File: src/rtl/hybrid_ca_gen.sv
module hybrid_ca_gen #(
  parameter int unsigned WIDTH = 5,
  parameter bit EVEN_RULE150 = 1'b1,
  parameter logic [WIDTH-1:0] DEFAULT_SEED = {{(WIDTH-1){1'b0}}, 1'b1}
) (
  input  logic             clk,
  input  logic             rst_n,
  input  logic             load,
  input  logic [WIDTH-1:0] seed,
  input  logic             step,
  output logic [WIDTH-1:0] state
);

  logic [WIDTH+1:0] padded;
  logic [WIDTH-1:0] nxt;
  logic [WIDTH-1:0] seed_eff;

  assign padded   = {1'b0, state, 1'b0};
  assign seed_eff = (seed == '0) ? DEFAULT_SEED : seed;

  for (genvar i = 0; i < WIDTH; i++) begin : g_cell
    localparam bit IS_R150 = (((i % 2) == 0) == EVEN_RULE150);
    if (IS_R150) begin : g_r150
      assign nxt[i] = padded[i] ^ padded[i+1] ^ padded[i+2];
    end else begin : g_r90
      assign nxt[i] = padded[i] ^ padded[i+2];
    end
  end

  always_ff @(posedge clk or negedge rst_n) begin
    if (!rst_n)    state <= DEFAULT_SEED;
    else if (load) state <= seed_eff;
    else if (step) state <= nxt;
  end

endmodule


File: config.mk
export PLATFORM = sky130hd
export DESIGN_NAME = hybrid_ca_gen
export DESIGN_NICKNAME = d
export VERILOG_FILES = /design/src/rtl/hybrid_ca_gen.sv
export SDC_FILE = /design/constraint.sdc
export NUM_CORES = 1
export LEC_CHECK = 0
export BUFFER_PORTS_ARGS = -buffer_cell sky130_fd_sc_hd__buf_2
export CAP_MARGIN = 20
export CORE_AREA = 2 2 39 41
export DETAILED_ROUTE_END_ITERATION = 16
export DIE_AREA = 0 0 41 43
export MAX_ROUTING_LAYER = met4
export PLACE_DENSITY_LB_ADDON = 0.12
export SKIP_LAST_GASP = 1
export SLEW_MARGIN = 20
export SYNTH_ARGS = -nofsm -noshare
export SYNTH_HDL_FRONTEND = slang
export SYNTH_SLANG_ARGS = --single-unit
File: constraint.sdc
create_clock -name clk -period 1.5 [get_ports clk]
set_clock_uncertainty 0.2 [all_clocks]
set_input_delay 0.075 -clock clk [delete_from_list [all_inputs] [get_ports clk]]
set_output_delay 0.075 -clock clk [all_outputs]
set_load 0.02 [all_outputs]
==> parameters.txt <==
Parameter                              Value

Power
  Worst voltage drop across the vdd grid    0.447 mV
  Part of the power in the clock network    30.4%
  Sequential power share    36.5%
  Power density over cell area    1010 nW/um^2
  Part of the power in combinational logic    33.1%
  Leakage power figure    0.244 nW
  Switching power summed over all nets    176 uW
  Internal power    352 uW
  Switching Share    33.3%

Global route
  Vias in the first global route    306
  Number of antenna violations at the first check in global routing    0
  Global-route total usage across every layer    12.7%
  Grt ovf    0
  First-pass GRT wire length    1360 um
  Pin count of the biggest net entering global routing    8

Hold path
  Hold path depth    4
  Hold worst-path end    state[2]$_DFFE_PN0P_
  HP Start    load
  Tightest Hold Check Type    input port to flip-flop

Clocking
  Worst-path clk slew    0.05 ns
  CTS tree    built
  Root Driver    sky130_fd_sc_hd__clkbuf_4
  Clock network latency to the later pin of the worst-skew pair    0.24 ns
  Maximum buffer depth of the clock tree    2
  Inserted Clock Buffers    3
  Clock sink count    5
  PostCTS Resize Cnt    0
  Total number of H-tree levels    1

Finish
  Registers with the highest flip-flop counts    state x5
  Number of flip-flops under the largest register name    5
  Count of inserted antenna diode cells    0
  Synthesis-to-layout area growth    83.3%
  Layout filler cell count    145
  Area taken by flip-flops and latches    126 um^2
  NumNets Final    69
  Share of post-route cells with drive strength above 1    28.8%
  Largest reg by FF count    state
  Area of the multi-input gates    149 um^2

Worst setup path
  Critical path data arrival time    1.37 ns
  Required arrival time at the worst endpoint    1.42 ns
  Biggest fanout along the worst timing path    2
  CP startpoint kind    input port
  Capture point of the worst reg-to-reg path    state[2]$_DFFE_PN0P_
  Category of the most critical setup path    input port to flip-flop
  Cell depth of the worst flop-to-flop path    3
  Startpoint of the most critical register-to-register path    state[1]$_DFFE_PN0P_
  Setup slack, reg-to-reg    0.29 ns
  Endpoint kind of the worst setup timing path    flip-flop

Timing
  Pin slew with the least headroom to its limit    0.226 ns
  Share of the cycle needed by the critical path after routing    97.0%
  Final min period    1.46 ns
  Final Slew Violations    0
  Worst setup slack after layout    0.0444 ns
  Final number of hold-violating endpoints    0
  Final setup violation count    0
  Setup repair after global routing missed its margin    no
  Remaining max-slew budget at the tightest pin    84.9%
  Sum Neg Setup Slack    0 ns
  Maximum operating frequency    0.687 GHz

Synthesis
  Post-synthesis cell count    30
  Synth area leader    sky130_fd_sc_hd__dfrtp_1
  Synthesized flop and latch total    5
  Synthesized cell area    284 um^2
  Yosys synthesis warning count    0
  Number of distinct library cell variants in the gate-level netlist after synthesis    14
  Cells taking the most area after synthesis    sky130_fd_sc_hd__dfrtp_1, sky130_fd_sc_hd__xor2_1, sky130_fd_sc_hd__mux2i_1
  Post-Synthesis Mean Instance Area    9.47 um^2
  Portion of the post-synthesis area used by sequential elements    44.5%
  Number of nets in the synthesized netlist    39
  Yosys top cell area share    35.2%

Floorplan
  Floorplan die width    41 um
  I/O pins    14
  Starting density of the core    20.5%
  Number of rows in the core area    14
  Total Die Area    1760 um^2
  Area of the core    1380 um^2
  Vertical extent of the die    43 um

Placement
  Final Wtd Congestion    0.673
  HPWL after detailed placement    534 um
  Number of buffers inserted by port buffering    13
  Dpl ws    0.313 ns

Routing
  Number of iterations in the first detailed-routing pass    2
  Via-to-Cell Ratio    4.17
  Avg WL per Cell    10.9 um
  Routed Antenna Nets    0
  Number of violations reported at the end of detailed-routing iteration 0    3
  Via count    313
  # DRC    0
  Total Wirelength    814 um

Run status
  Run status    finished clean

Run
  Max capacitance violation total    0
Yosys cell counts (all sizes together):
cell,n
xnor2,1
dfrtp,4
mux2i,3
nand2,6
a22oi,1
nor4,1
o21ai,5
buf,1
nor3b,1
xor2,4
dfstp,1
inv,1
nor2b,1
worst max-delay path by stage:
stage                                     from              endpoint  slack (ns)  depth (start not counted)
after floorplan           state[1]$_DFFE_PN0P_  state[2]$_DFFE_PN0P_        0.27                          3
after global placement    state[1]$_DFFE_PN0P_  state[2]$_DFFE_PN0P_        0.33                          3
after detailed placement  state[1]$_DFFE_PN0P_  state[2]$_DFFE_PN0P_        0.31                          3
after CTS                              seed[4]  state[4]$_DFFE_PN0P_        0.06                          5
after global routing                   seed[1]  state[1]$_DFFE_PN0P_      0.0004                          5
final                                  seed[3]  state[3]$_DFFE_PN0P_        0.04                          5
final cells by class:
type,instances,area share [%]
flip-flops and latches,5,24.3
repair buffers,26,37.5
inverters,1,0.721
multi-input cells,23,28.6
well taps,16,3.85
clock buffers,4,5.05
repair_timing:
item                      in CTS  in global routing
hold endpoints to repair      10                  0
setup buffers                  0                  0
hold buffers                  13                  0
critical path, stage by stage:
cell and delay (ns):
sky130_fd_sc_hd__dlygate4sd3_1 0.53, sky130_fd_sc_hd__buf_2 0.13, sky130_fd_sc_hd__nand2_1 0.05, sky130_fd_sc_hd__dlygate4sd3_1 0.54, sky130_fd_sc_hd__o21ai_1 0.06
power by group through the flow:
stage / sequential (mW) / clock, mW / combinational (mW)
2_1_floorplan: 0.220 / 0 / 0.0712
3_3_place_gp: 0.194 / 0 / 0.149
3_5_place_dp: 0.195 / 0 / 0.149
4_1_cts: 0.193 / 0.169 / 0.177
5_1_grt: 0.198 / 0.182 / 0.192
6_report: 0.193 / 0.160 / 0.175
cells by family after synthesis:
family                    Yosys count  share of synthesized area, %
DFF                                 5                          44.5
buffers and inverters               2                          3.08
and+or+nand+nor                     9                          15.0
xor gates and xnor gates            5                          15.4
muxes                               3                          10.6
AOI/OAI and AO/OA                   6                          11.5
metal layers:
| layer | part of all wire (%) | up-vias | GRT usage (%) |
|---|---|---|---|
| li1 | - | 159 | - |
| met1 | 43 | 143 | 15.2 |
| met2 | 49 | 11 | 16.3 |
| met3 | 7.4 | 0 | 9.42 |
| met4 | 0 | 0 | 4.00 |
| met5 | 0 | - | - |
layout by cell type (no fill, tap or decap):
| master | count |
|---|---|
| sky130_fd_sc_hd__xnor2_1 | 1 |
| sky130_fd_sc_hd__a22oi_1 | 1 |
| sky130_fd_sc_hd__o21ai_0 | 1 |
| sky130_fd_sc_hd__inv_1 | 1 |
| sky130_fd_sc_hd__xor2_1 | 4 |
| sky130_fd_sc_hd__dlygate4sd3_1 | 13 |
| sky130_fd_sc_hd__nor4_1 | 1 |
| sky130_fd_sc_hd__mux2i_1 | 3 |
| sky130_fd_sc_hd__dfrtp_1 | 4 |
| sky130_fd_sc_hd__buf_2 | 13 |
| sky130_fd_sc_hd__nand2_1 | 6 |
| sky130_fd_sc_hd__nor2b_1 | 1 |
| sky130_fd_sc_hd__dfstp_2 | 1 |
| sky130_fd_sc_hd__clkbuf_4 | 3 |
| sky130_fd_sc_hd__o21ai_1 | 4 |
| sky130_fd_sc_hd__clkbuf_1 | 1 |
| sky130_fd_sc_hd__nor3b_1 | 1 |
metrics by stage:
step           hold slack, ns  cell area, um^2  instances  utilization (%)  power (mW)
6_report               0.0728              520         75             37.6       0.527
5_1_grt                0.0910              520         75             37.6       0.572
4_1_cts                0.0606              520         75             37.6       0.539
3_5_place_dp           -0.298              364         58             26.3       0.344
3_3_place_gp           -0.300              364         58             26.3       0.342
2_1_floorplan          -0.421              284         30                -       0.291
Power figures use the tool's default switching activity.
